==> src/rtl/core_seq_pkg.sv <==
package core_seq_pkg;

   typedef enum logic [3:0] {
      ST_OFF      = 4'd0,
      ST_SETTLE   = 4'd1,
      ST_LOCK     = 4'd2,
      ST_UP_A     = 4'd3,
      ST_UP_B     = 4'd4,
      ST_SELFTEST = 4'd5,
      ST_SELFINIT = 4'd6,
      ST_FWD_A    = 4'd7,
      ST_FWD_B    = 4'd8,
      ST_RUN      = 4'd9,
      ST_DN_A     = 4'd10,
      ST_DN_B     = 4'd11,
      ST_DN_C     = 4'd12,
      ST_SLEEP    = 4'd13,
      ST_HOLD     = 4'd14,
      ST_FAULT    = 4'd15
   } seq_state_e;

   localparam int unsigned DIV_SLOW = 16;
   localparam int unsigned DIV_MID  = 2;
   localparam int unsigned DIV_FAST = 1;

   // X divisor per state; Z is always twice X in this ramp scheme.
   function automatic int unsigned div_x_of(seq_state_e s);
      case (s)
         ST_UP_A, ST_DN_B: return DIV_MID;
         ST_UP_B, ST_SELFTEST, ST_SELFINIT, ST_FWD_A, ST_FWD_B, ST_RUN, ST_DN_A:
            return DIV_FAST;
         default: return DIV_SLOW;
      endcase
   endfunction

   function automatic int unsigned div_z_of(seq_state_e s);
      return 2 * div_x_of(s);
   endfunction

   typedef enum logic [1:0] {
      DUR_NONE  = 2'd0,
      DUR_RAMP1 = 2'd1,
      DUR_RAMP  = 2'd2,
      DUR_FAULT = 2'd3
   } dur_sel_e;

   function automatic dur_sel_e dur_of(seq_state_e s);
      case (s)
         ST_UP_A:                        return DUR_RAMP1;
         ST_UP_B, ST_DN_A, ST_DN_B, ST_DN_C: return DUR_RAMP;
         ST_FAULT:                       return DUR_FAULT;
         default:                        return DUR_NONE;
      endcase
   endfunction

endpackage

==> src/rtl/core_seq_timer.sv <==
module core_seq_timer #(
   parameter int unsigned CNT_W = 13
) (
   input  logic             clk,
   input  logic             por_n,
   input  logic             load,
   input  logic             timed,
   input  logic [CNT_W-1:0] load_val,
   output logic             done
);
   logic [CNT_W-1:0] cnt_q;
   logic             armed_q;

   always_ff @(posedge clk or negedge por_n) begin
      if (!por_n) begin
         cnt_q   <= '0;
         armed_q <= 1'b0;
      end else if (load) begin
         cnt_q   <= load_val;
         armed_q <= timed;
      end else if (armed_q) begin
         if (cnt_q == '0) armed_q <= 1'b0;
         else             cnt_q   <= cnt_q - 1'b1;
      end
   end

   assign done = armed_q && (cnt_q == '0);
endmodule

==> src/rtl/core_seq_fsm.sv <==
module core_seq_fsm
   import core_seq_pkg::*;
(
   input  logic       clk,
   input  logic       por_n,
   input  logic       supply_ok,
   input  logic       pwr_good,
   input  logic       core_rst_n,
   input  logic       fwd_rst,
   input  logic       selftest_done,
   input  logic       selfinit_done,
   input  logic       sleep_req,
   input  logic       wake_irq,
   input  logic       timer_done,
   output seq_state_e state_q,
   output seq_state_e state_d
);
   logic cold_q;
   logic sleep_q;

   always_comb begin
      state_d = state_q;
      case (state_q)
         ST_OFF:      if (supply_ok && !core_rst_n) state_d = ST_SETTLE;
         ST_SETTLE:   if (pwr_good)                 state_d = ST_LOCK;
         ST_LOCK:     if (core_rst_n)               state_d = ST_UP_A;
         ST_UP_A:     if (timer_done)               state_d = ST_UP_B;
         ST_UP_B:     if (timer_done)               state_d = cold_q ? ST_SELFTEST : ST_FWD_A;
         ST_SELFTEST: if (selftest_done)            state_d = ST_SELFINIT;
         ST_SELFINIT: if (selfinit_done)            state_d = ST_FWD_A;
         ST_FWD_A:    if (fwd_rst)                  state_d = ST_FWD_B;
         ST_FWD_B:    if (!fwd_rst)                 state_d = ST_RUN;
         ST_RUN:      if (sleep_req || !core_rst_n) state_d = ST_DN_A;
         ST_DN_A:     if (timer_done)               state_d = ST_DN_B;
         ST_DN_B:     if (timer_done)               state_d = ST_DN_C;
         ST_DN_C:     if (timer_done)               state_d = sleep_q ? ST_SLEEP : ST_HOLD;
         ST_SLEEP:    if (wake_irq)                 state_d = ST_UP_A;
         ST_HOLD:     if (core_rst_n)               state_d = ST_FAULT;
         ST_FAULT:    if (timer_done)               state_d = ST_UP_A;
         default:                                   state_d = ST_OFF;
      endcase
   end

   always_ff @(posedge clk or negedge por_n) begin
      if (!por_n) begin
         state_q <= ST_OFF;
         cold_q  <= 1'b1;
         sleep_q <= 1'b0;
      end else begin
         state_q <= state_d;
         // Path memory: only a ramp started from LOCK runs the self-check engines.
         if (state_q == ST_LOCK && state_d == ST_UP_A)
            cold_q <= 1'b1;
         else if ((state_q == ST_SLEEP || state_q == ST_FAULT) && state_d == ST_UP_A)
            cold_q <= 1'b0;
         // Reset request overrides a simultaneous sleep request.
         if (state_q == ST_RUN && state_d == ST_DN_A)
            sleep_q <= sleep_req && core_rst_n;
      end
   end
endmodule

==> src/rtl/core_seq_outreg.sv <==
module core_seq_outreg
   import core_seq_pkg::*;
#(
   parameter int unsigned DIV_X_W = 5,
   parameter int unsigned DIV_Z_W = 6,
   parameter bit          REG_OUT = 1'b1
) (
   input  logic               clk,
   input  logic               por_n,
   input  seq_state_e         state_d,
   input  seq_state_e         state_q,
   output logic [DIV_X_W-1:0] div_x,
   output logic [DIV_Z_W-1:0] div_z,
   output logic               selftest_en,
   output logic               selfinit_en
);
   generate
      if (REG_OUT) begin : g_reg
         // Outputs are computed from the next state so that they change
         // on the same edge as the state register.
         always_ff @(posedge clk or negedge por_n) begin
            if (!por_n) begin
               div_x       <= DIV_X_W'(div_x_of(ST_OFF));
               div_z       <= DIV_Z_W'(div_z_of(ST_OFF));
               selftest_en <= 1'b0;
               selfinit_en <= 1'b0;
            end else begin
               div_x       <= DIV_X_W'(div_x_of(state_d));
               div_z       <= DIV_Z_W'(div_z_of(state_d));
               selftest_en <= (state_d == ST_SELFTEST);
               selfinit_en <= (state_d == ST_SELFINIT);
            end
         end
      end else begin : g_comb
         always_comb begin
            div_x       = DIV_X_W'(div_x_of(state_q));
            div_z       = DIV_Z_W'(div_z_of(state_q));
            selftest_en = (state_q == ST_SELFTEST);
            selfinit_en = (state_q == ST_SELFINIT);
         end
      end
   endgenerate
endmodule

==> src/rtl/core_pwr_sequencer.sv <==
module core_pwr_sequencer
   import core_seq_pkg::*;
#(
   parameter int unsigned RAMP1_CYCLES = 4108,
   parameter int unsigned RAMP_CYCLES  = 4108,
   parameter int unsigned FAULT_CYCLES = 4108,
   parameter int unsigned DIV_X_W      = 5,
   parameter int unsigned DIV_Z_W      = 6,
   parameter bit          REG_OUT      = 1'b1
) (
   input  logic               clk,
   input  logic               por_n,
   input  logic               supply_ok,
   input  logic               pwr_good,
   input  logic               core_rst_n,
   input  logic               fwd_rst,
   input  logic               selftest_done,
   input  logic               selfinit_done,
   input  logic               sleep_req,
   input  logic               wake_irq,
   output logic [3:0]         state_code,
   output logic [DIV_X_W-1:0] div_x,
   output logic [DIV_Z_W-1:0] div_z,
   output logic               selftest_en,
   output logic               selfinit_en
);
   localparam int unsigned MAX_A   = (RAMP1_CYCLES > RAMP_CYCLES) ? RAMP1_CYCLES : RAMP_CYCLES;
   localparam int unsigned MAX_DUR = (MAX_A > FAULT_CYCLES) ? MAX_A : FAULT_CYCLES;
   localparam int unsigned CNT_W   = (MAX_DUR > 2) ? $clog2(MAX_DUR) : 1;

   generate
      if (RAMP1_CYCLES < 1 || RAMP_CYCLES < 1 || FAULT_CYCLES < 1) begin : g_bad_dur
         $error("core_pwr_sequencer: every duration must be at least one cycle");
      end
      if ((1 << DIV_X_W) <= DIV_SLOW) begin : g_bad_xw
         $error("core_pwr_sequencer: DIV_X_W too narrow for the slowest divisor");
      end
      if ((1 << DIV_Z_W) <= 2 * DIV_SLOW) begin : g_bad_zw
         $error("core_pwr_sequencer: DIV_Z_W too narrow for the slowest divisor");
      end
   endgenerate

   seq_state_e       state_q, state_d;
   logic             timer_done;
   logic             tmr_load, tmr_timed;
   logic [CNT_W-1:0] tmr_val;

   core_seq_fsm u_fsm (
      .clk           (clk),
      .por_n         (por_n),
      .supply_ok     (supply_ok),
      .pwr_good      (pwr_good),
      .core_rst_n    (core_rst_n),
      .fwd_rst       (fwd_rst),
      .selftest_done (selftest_done),
      .selfinit_done (selfinit_done),
      .sleep_req     (sleep_req),
      .wake_irq      (wake_irq),
      .timer_done    (timer_done),
      .state_q       (state_q),
      .state_d       (state_d)
   );

   // Duration selection for the state being entered; count runs N-1 .. 0.
   always_comb begin
      tmr_load  = (state_d != state_q);
      tmr_timed = 1'b1;
      case (dur_of(state_d))
         DUR_RAMP1: tmr_val = CNT_W'(RAMP1_CYCLES - 1);
         DUR_RAMP:  tmr_val = CNT_W'(RAMP_CYCLES - 1);
         DUR_FAULT: tmr_val = CNT_W'(FAULT_CYCLES - 1);
         default: begin
            tmr_val   = '0;
            tmr_timed = 1'b0;
         end
      endcase
   end

   core_seq_timer #(.CNT_W(CNT_W)) u_timer (
      .clk      (clk),
      .por_n    (por_n),
      .load     (tmr_load),
      .timed    (tmr_timed),
      .load_val (tmr_val),
      .done     (timer_done)
   );

   core_seq_outreg #(
      .DIV_X_W (DIV_X_W),
      .DIV_Z_W (DIV_Z_W),
      .REG_OUT (REG_OUT)
   ) u_out (
      .clk         (clk),
      .por_n       (por_n),
      .state_d     (state_d),
      .state_q     (state_q),
      .div_x       (div_x),
      .div_z       (div_z),
      .selftest_en (selftest_en),
      .selfinit_en (selfinit_en)
   );

   assign state_code = state_q;
endmodule

==> config.mk <==
export PLATFORM = sky130hd
export DESIGN_NAME = core_pwr_sequencer
export DESIGN_NICKNAME = d
export VERILOG_FILES = /design/src/rtl/core_seq_pkg.sv /design/src/rtl/core_seq_timer.sv /design/src/rtl/core_seq_fsm.sv /design/src/rtl/core_seq_outreg.sv /design/src/rtl/core_pwr_sequencer.sv
export SDC_FILE = /design/constraint.sdc
export NUM_CORES = 1
export LEC_CHECK = 0
export BUFFER_PORTS_ARGS = -buffer_cell sky130_fd_sc_hd__buf_2
export CELL_PAD_IN_SITES_DETAIL_PLACEMENT = 0
export CELL_PAD_IN_SITES_GLOBAL_PLACEMENT = 1
export CORE_ASPECT_RATIO = 0.6
export CORE_MARGIN = 4
export CORE_UTILIZATION = 38
export DETAILED_ROUTE_END_ITERATION = 7
export PLACE_DENSITY_LB_ADDON = 0.1
export SYNTH_ARGS = -nofsm -noshare
export SYNTH_HDL_FRONTEND = slang
export SYNTH_SLANG_ARGS = --single-unit
export TNS_END_PERCENT = 50
==> constraint.sdc <==
create_clock -name clk -period 2.2 [get_ports clk]
set_input_delay 0.22 -clock clk [delete_from_list [all_inputs] [get_ports clk]]
set_output_delay 0.22 -clock clk [all_outputs]
set_load 0.005 [all_outputs]
==> metrics.md <==
| Metric | Value |
|---|---|
| Sw Ratio | 0.446 |
| Port Buffers | 21 |
| Largest net degree at the start of global routing | 26 |
| Post-synth EDFFs | 0 |
| Yosys Warn Count | 0 |
| Worst Tran Pin Value | 567 ps |
| Pleak | 1.06 nW |
| Die W | 92.5 um |
| Ys flop type | dfrtp_1 |
| Synth cell types | 53 |
| Worst endpoint required time | 2360 ps |
| Mean Syn Cell Area | 8.75 um^2 |
| Max-slew violation count | 0 |
| CTS Buffer Depth | 2 |
| Antenna Cells | 0 |
| Post-place setup slack | -337 ps |
| Clk root buf | clkbuf_8 |
| Final HPWL DP | 3.42 mm |
| Combinational power share | 0.733 |
| Clk pwr share | 0.063 |
| Post-DR wirelength/cell | 14.5 um |
| Power, Total | 4.24 mW |
| Via Count | 1551 |
| Mapped Area | 1630 um^2 |
| Fraction of layout cells with a size suffix above 1 | 0.432 |
| Vias in the first global route | 1514 |
| Violated checks | setup timing |
| Max_cap viols | 0 |
| Endpoints failing setup | 18 |
| Yosys top cell by area | dfrtp_1 |
| Internal Power | 2.35 mW |
| M1 GR Usage | 0.261 |
| Mapped Cells | 186 |
| Seq cells post-synth | 25 |
| First-pass GRT wire length | 7.36 mm |
| Synth area leaders | dfrtp_1 35%, nor2_1 6.7%, xnor2_1 4.3%, buf_4 3.7%, o21ai_0 3.4% |
| I/O pin count | 27 |
| CTS Buf Count | 3 |
| Worst-path fanout max | 8 |
| Core area | 4120 um^2 |
| Row cnt | 18 |
| Fmax | 0.413 GHz |
| Final worst-path cycle share | 1.10 |
| Gr ovfl total | 0 |
| Crit Path Category | flip-flop to flip-flop |
| Starting DRC count in detailed routing | 109 |
| Initial Util | 0.395 |
| M3 GR Usage | 0.0358 |
| CTS tree | done |
| Filler Cells Inserted | 395 |
| Peak VDD IR | 738 uV |
| Area share of the largest cell type after synthesis | 0.354 |
| Global router's overall resource usage | 0.175 |
| Area delta synth->final | 39.8% |
| Final hold vios | 0 |
| Clk sinks | 25 |
| Setup Skew | 1.85 ps |
| Final Instance Area | 2280 um^2 |
| DIE AREA | 5430 um^2 |
| Busiest grt layer | met2 |
| Routability Congestion | 0.960 |
| Outcome | finished with violations |
| Drt first pass iters | 4 |
| Die Y-Extent | 58.7 um |
| Hold WC Path Type | input pin to flip-flop |
| Power Density | 1860 nW/um^2 |
| Worst Path Arrival | 2580 ps |
| Worst-path clk slew | 80 ps |
| Skew-Pair Late Insertion Delay | 270 ps |
| WL final | 4.51 mm |
| Met2 usage | 0.266 |
| Sw Pwr | 1.89 mW |
| Final net count | 263 |
| Register area share after synthesis | 0.386 |
| RSZ-0062 raised after global routing | yes |
| Fin crit period | 2420 ps |
| Register share of total power | 0.203 |
| H-tree depth | 1 |
| Antenna-violating nets left | 0 |
| Setup WS post-layout | -221 ps |
| Cell Area, Placed | 2070 um^2 |
| Initial antenna violation count | 0 |
| DR DRC count | 0 |
| Crit. End Element | flip-flop |
| Worst rel slew slack | 0.622 |
| CP Launch Type | flip-flop |
| Async set or reset register ratio after synthesis | 1.00 |
| DR vias/cell | 5.00 |
| Worst hold slack | 261 ps |
[cells in the final DEF, fill, tap and decap left out, drive strengths merged, types with 5 or more instances in the layout]
cell   count
buf       71
nor2      29
dfrtp     23
nand2     13
o21ai     12
xnor2      9
inv        9
nand3      8
nor3       7
conb       5
a21oi      5
[metrics by stage]
stage           util  std cells  setup TNS [ps]
2_1_floorplan      -        190            -306
3_3_place_gp   0.502        298           -2960
3_5_place_dp   0.502        298           -3890
4_1_cts        0.543        309           -1610
5_1_grt        0.552        310           -4540
6_report       0.552        310           -2390
[path summary, 6_finish.rpt]
check	depth (start not counted)	slack (ps)	end	start
max	9	-220	u_timer.cnt_q[3]	u_timer.cnt_q[0]
min	3	260	u_fsm.sleep_q	sleep_req
max reg2reg	9	-220	u_timer.cnt_q[3]	u_timer.cnt_q[0]
min reg2reg	2	500	u_fsm.cold_q	u_fsm.cold_q
max in group asynchronous	2	1350	u_timer.armed_q	por_n
min in group asynchronous	2	470	u_timer.cnt_q[8]	por_n
[flip-flops by register name, summed over array words and instances (netlist names)]
register / count
u_fsm.cold_q: 1
u_fsm.sleep_q: 1
u_fsm.state_q: 4
u_out.div_x: 3
u_out.selfinit_en: 1
u_out.selftest_en: 1
u_timer.armed_q: 1
u_timer.cnt_q: 13
[logic make-up after synthesis]
family          count (synthesis)  share of synthesized area
xor+xnor                       12                     0.0692
compound gates                 37                      0.171
flops                          25                      0.386
other cells                     1                    0.00230
fa+ha+maj                       2                     0.0154
buf+inv                        25                     0.0822
simple gates                   84                      0.274
[final cells by class]
type	count	area, um^2	share of cell area
multi-input combinational	140	982	0.432
inverter	9	33.8	0.0148
clock buffer	3	41.3	0.0181
clock inverter	1	5.00	0.00220
tap	60	75.1	0.0330
sequential	25	628	0.276
timing repair buffer	72	510	0.224
[cell usage after synthesis, drive strengths merged (5+ instances only)]
| library cell | count |
|---|---|
| nor2 | 29 |
| dfrtp | 23 |
| buf | 13 |
| nand2 | 13 |
| o21ai | 12 |
| inv | 9 |
| xnor2 | 9 |
| nand3 | 8 |
| nor3 | 7 |
| a21oi | 5 |
[power groups by stage]
stage	combinational (mW)	sequential, mW	clock [mW]
6_report	3.11	0.862	0.269
3_5_place_dp	2.69	0.845	0
3_3_place_gp	2.64	0.842	0
2_1_floorplan	1.68	0.816	0
5_1_grt	3.40	0.893	0.305
4_1_cts	2.95	0.855	0.285
[what timing repair did]
item / in CTS / in global routing
endpoints found under the setup margin: 17 / 18
endpoints found under the hold margin: 23 / 0
pin swaps: 13 / 2
gates cloned: 0 / 0
buffers inserted: 6 / 1
hold buffers: 1 / 0
gates resized for setup: 14 / 11
[layer usage]
metal / vias to the layer above / share of wire
met5: - / 0
met4: 0 / 0.0042
met3: 2 / 0.074
met2: 48 / 0.42
met1: 733 / 0.51
li1: 768 / -
[critical path, cell delays in order (launching register included)]
cell and delay [ps]:
dfrtp_1 400, inv_2 90, ha_4 140, or4bb_4 470, nor4_4 240, a21boi_2 100
a21o_1 230, o2111ai_4 300, nor3b_4 270, nor2_1 70
Power figures use the tool's default switching activity.
